--- src/rtl/mch_pkg.sv ---
package mch_pkg;
  localparam int SAMPLE_W = 24;
  localparam int SLOT_W   = 32;

  typedef struct packed {
    logic                active;
    logic [SAMPLE_W-1:0] sample;
    logic                valid;
    logic                user;
    logic                cstat;
  } chan_t;

  // tx word: bit SLOT_W-1 leaves first
  function automatic logic [SLOT_W-1:0] pack_slot(chan_t ch, logic first, logic ab, logic sync);
    logic [SAMPLE_W-1:0] aud;
    logic                par;
    aud = ch.active ? ch.sample : '0;
    par = ^{aud, ch.valid, ch.user, ch.cstat};
    return {sync, ab, ch.active, first, aud, ch.valid, ch.user, ch.cstat, par};
  endfunction
endpackage

--- src/rtl/mch_chan_store.sv ---
module mch_chan_store
  import mch_pkg::*;
#(
  parameter int NUM_CH = 56,
  localparam int CH_IW = $clog2(NUM_CH)
) (
  input  logic             clk_i,
  input  logic             rst_ni,
  input  logic             wr_en_i,
  input  logic [CH_IW-1:0] wr_ch_i,
  input  chan_t            wr_data_i,
  input  logic [CH_IW-1:0] rd_ch_i,
  output chan_t            rd_data_o
);
  chan_t mem_q [NUM_CH];

  always_ff @(posedge clk_i or negedge rst_ni) begin
    if (!rst_ni) begin
      for (int i = 0; i < NUM_CH; i++) mem_q[i] <= '0;
    end else if (wr_en_i && (32'(wr_ch_i) < NUM_CH)) begin
      mem_q[wr_ch_i] <= wr_data_i;
    end
  end

  always_comb begin
    rd_data_o = '0;
    if (32'(rd_ch_i) < NUM_CH) rd_data_o = mem_q[rd_ch_i];
  end
endmodule

--- src/rtl/mch_slot_seq.sv ---
module mch_slot_seq
  import mch_pkg::*;
#(
  parameter int NUM_CH       = 56,
  parameter int BLOCK_FRAMES = 192,
  localparam int CH_IW  = $clog2(NUM_CH),
  localparam int BIT_W  = $clog2(SLOT_W),
  localparam int BLK_W  = (BLOCK_FRAMES > 1) ? $clog2(BLOCK_FRAMES) : 1
) (
  input  logic             clk_i,
  input  logic             rst_ni,
  input  logic             fs_i,
  output logic             load_o,
  output logic [CH_IW-1:0] load_ch_o,
  output logic             load_sync_o,
  output logic             frame_o,
  output logic             overrun_o
);
  logic             busy_q, sync_q, overrun_q;
  logic [CH_IW-1:0] ch_q;
  logic [BIT_W-1:0] bit_q;
  logic [BLK_W-1:0] blk_q;
  logic             last_bit, last, start;

  assign last_bit = (bit_q == BIT_W'(SLOT_W-1));
  assign last     = busy_q && last_bit && (ch_q == CH_IW'(NUM_CH-1));
  assign start    = fs_i && (!busy_q || last);

  assign load_o      = start || (busy_q && last_bit && !last);
  assign load_ch_o   = start ? '0 : ch_q + 1'b1;
  assign load_sync_o = start ? (blk_q == '0) : sync_q;
  assign frame_o     = busy_q && (ch_q == '0) && (bit_q == '0);
  assign overrun_o   = overrun_q;

  always_ff @(posedge clk_i or negedge rst_ni) begin
    if (!rst_ni) begin
      busy_q    <= 1'b0;
      sync_q    <= 1'b0;
      overrun_q <= 1'b0;
      ch_q      <= '0;
      bit_q     <= '0;
      blk_q     <= '0;
    end else begin
      overrun_q <= fs_i && busy_q && !last;
      if (start) begin
        busy_q <= 1'b1;
        ch_q   <= '0;
        bit_q  <= '0;
        sync_q <= (blk_q == '0);
        blk_q  <= (blk_q == BLK_W'(BLOCK_FRAMES-1)) ? '0 : blk_q + 1'b1;
      end else if (busy_q) begin
        bit_q <= bit_q + 1'b1;
        if (last_bit) begin
          if (last) busy_q <= 1'b0;
          else      ch_q   <= ch_q + 1'b1;
        end
      end
    end
  end
endmodule

--- src/rtl/mch_shifter.sv ---
module mch_shifter
  import mch_pkg::*;
(
  input  logic              clk_i,
  input  logic              rst_ni,
  input  logic              load_i,
  input  logic [SLOT_W-1:0] word_i,
  output logic              ser_o
);
  logic [SLOT_W-1:0] sh_q;

  // 32 shifts per slot empty the register, so the line idles low
  always_ff @(posedge clk_i or negedge rst_ni) begin
    if (!rst_ni)     sh_q <= '0;
    else if (load_i) sh_q <= word_i;
    else             sh_q <= {sh_q[SLOT_W-2:0], 1'b0};
  end

  assign ser_o = sh_q[SLOT_W-1];
endmodule

--- src/rtl/mch_frame_asm.sv ---
module mch_frame_asm
  import mch_pkg::*;
#(
  parameter int NUM_CH       = 56,
  parameter int BLOCK_FRAMES = 192,
  localparam int CH_IW = $clog2(NUM_CH)
) (
  input  logic                clk_i,
  input  logic                rst_ni,
  input  logic                fs_i,
  input  logic                wr_en_i,
  input  logic [CH_IW-1:0]    wr_ch_i,
  input  logic [SAMPLE_W-1:0] wr_sample_i,
  input  logic                wr_active_i,
  input  logic                wr_valid_i,
  input  logic                wr_user_i,
  input  logic                wr_cstat_i,
  output logic                ser_o,
  output logic                frame_o,
  output logic                overrun_o
);
  chan_t             wr_data, rd_data;
  logic              load, load_sync;
  logic [CH_IW-1:0]  load_ch;
  logic [SLOT_W-1:0] word;

  assign wr_data = '{active: wr_active_i, sample: wr_sample_i,
                     valid: wr_valid_i, user: wr_user_i, cstat: wr_cstat_i};

  mch_chan_store #(.NUM_CH(NUM_CH)) u_store (
    .clk_i, .rst_ni, .wr_en_i, .wr_ch_i,
    .wr_data_i(wr_data), .rd_ch_i(load_ch), .rd_data_o(rd_data)
  );

  mch_slot_seq #(.NUM_CH(NUM_CH), .BLOCK_FRAMES(BLOCK_FRAMES)) u_seq (
    .clk_i, .rst_ni, .fs_i,
    .load_o(load), .load_ch_o(load_ch), .load_sync_o(load_sync),
    .frame_o, .overrun_o
  );

  assign word = pack_slot(rd_data, load_ch == '0, load_ch[0], load_sync);

  mch_shifter u_shift (
    .clk_i, .rst_ni, .load_i(load), .word_i(word), .ser_o
  );
endmodule

--- config.mk ---
export PLATFORM = sky130hd
export DESIGN_NAME = mch_frame_asm
export DESIGN_NICKNAME = d
export VERILOG_FILES = /design/src/rtl/mch_pkg.sv /design/src/rtl/mch_chan_store.sv /design/src/rtl/mch_slot_seq.sv /design/src/rtl/mch_shifter.sv /design/src/rtl/mch_frame_asm.sv
export SDC_FILE = /design/constraint.sdc
export NUM_CORES = 2
export LEC_CHECK = 0
export ABC_AREA = 0
export BUFFER_PORTS_ARGS = -buffer_cell sky130_fd_sc_hd__buf_2
export CAP_MARGIN = 5
export CORE_MARGIN = 2
export CORE_UTILIZATION = 40
export DETAILED_ROUTE_END_ITERATION = 16
export GPL_TIMING_DRIVEN = 0
export HOLD_SLACK_MARGIN = 0.05
export PLACE_DENSITY = 0.55
export SLEW_MARGIN = 20
export SYNTH_ARGS = -nofsm -noshare
export SYNTH_HDL_FRONTEND = slang
export SYNTH_SLANG_ARGS = --single-unit
--- constraint.sdc ---
create_clock -name clk_i -period 6 [get_ports clk_i]
set_clock_uncertainty 0.2 [all_clocks]
set_input_delay 1.2 -clock clk_i [delete_from_list [all_inputs] [get_ports clk_i]]
set_output_delay 1.2 -clock clk_i [all_outputs]
set_load 0.02 [all_outputs]
==> impl_results.md <==
- Syn Nets: 5928
- Critical path type: reg2reg
- Row count: 158
- Crit-path leading delay family: buffers and inverters
- Post-synthesis register bit count: 1622
- Worst skew pair latency: 0.86 ns
- Register Area: 40600 um^2
- Mapped Area: 75000 um^2
- CP Max Fanout: 10
- Leading area contributor after synthesis: dfrtp_1
- CTS Buf Count: 180
- RSZ-0062 raised after global routing: false
- Vias in the first global route: 56.6k
- Cells after Synth: 5883
- CTS tree: yes
- MaxCap Viol Count: 0
- Antenna violations before repair: 29
- Critical path required time: 6.50 ns
- Antenna Nets Post-Route: 0
- Final number of setup-violating endpoints: 1
- # DRC: 0
- Area contributors post-synth: dfrtp_1 54%, mux2_2 24%, mux2i_1 3.8%, nand2_1 2.3%, clkbuf_1 1.9%
- Layout cells sized above 1: 38.8%
- CP arrival: 6.60 ns
- Port Buffer Count: 11
- Initial core utilization: 40.4%
- Fin util: 47.2%
- Logic gate share of total power: 41.7%
- Distinct cells, synth: 88
- Leak: 39.7 nW
- Clock sinks: 1622
- Syn_area_per_cell: 12.8 um^2
- Io pins: 41
- GP Congestion: 0.998
- Power Dens Cells: 492 nW/um^2
- Vias after detailed routing: 58.7k
- GRT Total Usage: 38.1%
- Pin count of the biggest net entering global routing: 133
- Core Area: 186000 um^2
- Sw Share: 42.0%
- Power Internal: 25.0 mW
- Crit start category: flip-flop
- First-pass GRT wire length: 495000 um
- Min Tclk post-route: 6.10 ns
- Ys async rst share: 100%
- Worst VDD drop: 564 uV
- Fill cells: 16.8k
- WL per Instance: 41.9 um
- Worst hold path class: in2async
- Slew Viols, Final: 0
- Clock Tree Buf Depth: 3
- Net switching power: 18.1 mW
- Crit-path slowest cell: mux2i_1
- YS warnings: 0
- First drt pass iteration count: 6
- Worst slew pin tran: 1.35 ns
- Fin nets: 6228
- Seq/Total Area, Yosys: 54.1%
- Failing checks: negative setup slack
- CP Buf/Inv Count: 10
- Clock-pin slew on the worst setup and hold paths: 0.06 ns
- Detailed placement HPWL: 246000 um
- Rel. slew slack: 10.1%
- Top_reg_cell synth: dfrtp_1
- Die Span Y: 437 um
- Die Span X: 437 um
- Sequential share of power: 30.7%
- Worst path max stage delay: 0.53 ns
- Critical path, cell by cell: buf_6 -> inv_6 -> clkbuf_16 -> clkbuf_16 -> buf_6 -> clkbuf_8 -> buf_6 -> ha_4 -> buf_8 -> o211ai_4 -> buf_6 -> buf_8 -> mux2i_1 -> o22ai_1 -> or3_4 -> xnor2_1 -> xnor3_1 -> xnor2_1 -> xnor3_1 -> a21oi_1 -> nor3b_2
- Footprint of the multi-input gates: 32200 um^2
- Fin Setup TNS: -0.0982 ns
- Die area: 191000 um^2
- CP Capture Type: flip-flop
- Hold Fails Final Rpt: 0
- Fin Hold WS: 0.130 ns
- Share of power burned in the clock network: 27.7%
- Overflow after GRT: 0
- Post-synth EDFFs: 0
- CP most frequent cell: buf_6
- Final setup margin: -0.0982 ns
- Status: finished, violations left
- H-tree depth: 4
- Period Utilization, post-route: 102%
- Post-Route WL: 371000 um
- Initial DRC Count: 8237
- Yosys top cell area share: 54.1%
- Fmax: 0.164 GHz
- Synth-to-Final Area Change: 16.9%
- CTS Root Cell: clkbuf_16
- Post-DR vias/cell: 6.64
==> worst paths after layout <==
path	from	endpoint	slack [ns]	cells past startpoint
max	u_seq.ch_q[0]	u_shift.sh_q[0]	-0.1	21
min	rst_ni	u_store.mem_q[646]	0.13	1
max reg2reg	u_seq.ch_q[0]	u_shift.sh_q[0]	-0.1	21
min reg2reg	u_shift.sh_q[0]	u_shift.sh_q[1]	0.25	2
max in group asynchronous	rst_ni	u_store.mem_q[121]	2.63	5
min in group clk_i	u_shift.sh_q[0]	u_shift.sh_q[1]	0.25	2
==> sequential cells by signal, summed over array words and instances, names as in the netlist <==
| signal | count |
|---|---|
| u_store.mem_q | 1568 |
| u_seq.blk_q | 8 |
| u_seq.sync_q | 1 |
| u_seq.bit_q | 5 |
| u_shift.sh_q | 32 |
| u_seq.overrun_o | 1 |
| u_seq.ch_q | 6 |
| u_seq.busy_q | 1 |
==> cells in the mapped netlist (82+ instances only) <==
master / number
a21oi_1: 91
a221oi_1: 141
a22oi_1: 137
buf_2: 99
clkbuf_1: 375
dfrtp_1: 1622
mux2_2: 1575
mux2i_1: 284
nand2_1: 451
nand3_1: 157
nor2_1: 82
o21ai_0: 114
o22ai_1: 144
==> layer usage <==
layer / track usage [%] / vias up / share of wire, %
li1: - / 22200 / -
met1: 48.5 / 31100 / 38
met2: 53.8 / 4163 / 41
met3: 13.6 / 1224 / 12
met4: 26.2 / 8 / 8.4
met5: 0 / - / 0.016
==> power by group through the flow <==
| stage | logic, mW | clock network, mW | registers (mW) |
|---|---|---|---|
| floorplan | 7.72 | 0 | 13.1 |
| global placement | 15.5 | 0 | 13.4 |
| detailed placement | 15.8 | 0 | 13.4 |
| CTS | 16.9 | 11.9 | 13.2 |
| global route | 17.7 | 12.3 | 13.4 |
| finish | 18.0 | 11.9 | 13.2 |
==> kinds of logic after synthesis <==
logic type	share of synthesized area (%)
simple gates	5.29
mux	28.0
flops	54.1
xor+xnor	0.484
compound gates	8.23
buf+inv	3.77
fa+ha+maj	0.117
==> placed cells by master, fill, tap and decap left out, drive strengths merged, types with 26 or more instances in the layout <==
master  instances
mux2         1575
a22oi         137
buf           318
mux2i         284
a221oi        141
nand3         157
diode          27
nand2         452
nor3           77
o22ai         145
nor2           84
a21oi          91
o221ai         56
o21ai         124
dfrtp        1622
clkbuf        656
xnor2          26
a31oi          54
a211oi         39
==> cell type report <==
type / instances / share of cell area, %
inverters: 10 / 0.0528
repair buffers: 118 / 2.21
well taps: 2480 / 3.54
clock buffers: 278 / 6.20
flip-flops and latches: 1622 / 46.3
multi-input cells: 3673 / 36.8
diodes: 27 / 0.0770
clock inverters: 53 / 0.900
plain buffers: 578 / 3.98
==> metrics by stage <==
stage / instances / worst slack [ns] / power, mW / instance area (um^2)
3_3_place_gp: 8374 / -33.60 / 28.8 / 78200
2_1_floorplan: 5883 / 0.716 / 20.8 / 75000
6_report: 8839 / -0.0982 / 43.1 / 87700
4_1_cts: 8798 / 0.00442 / 41.9 / 87400
3_5_place_dp: 8446 / -4.11 / 29.2 / 80200
5_1_grt: 8821 / 0.00117 / 43.4 / 87700
==> what timing repair did <==
action	CTS	global route
endpoints found under the setup margin	31	2
gates cloned	0	0
hold buffers	0	0
buffers inserted	21	14
resized for setup	193	49
pin swaps	15	15
No activity file was read; power rests on OpenSTA's default activity.
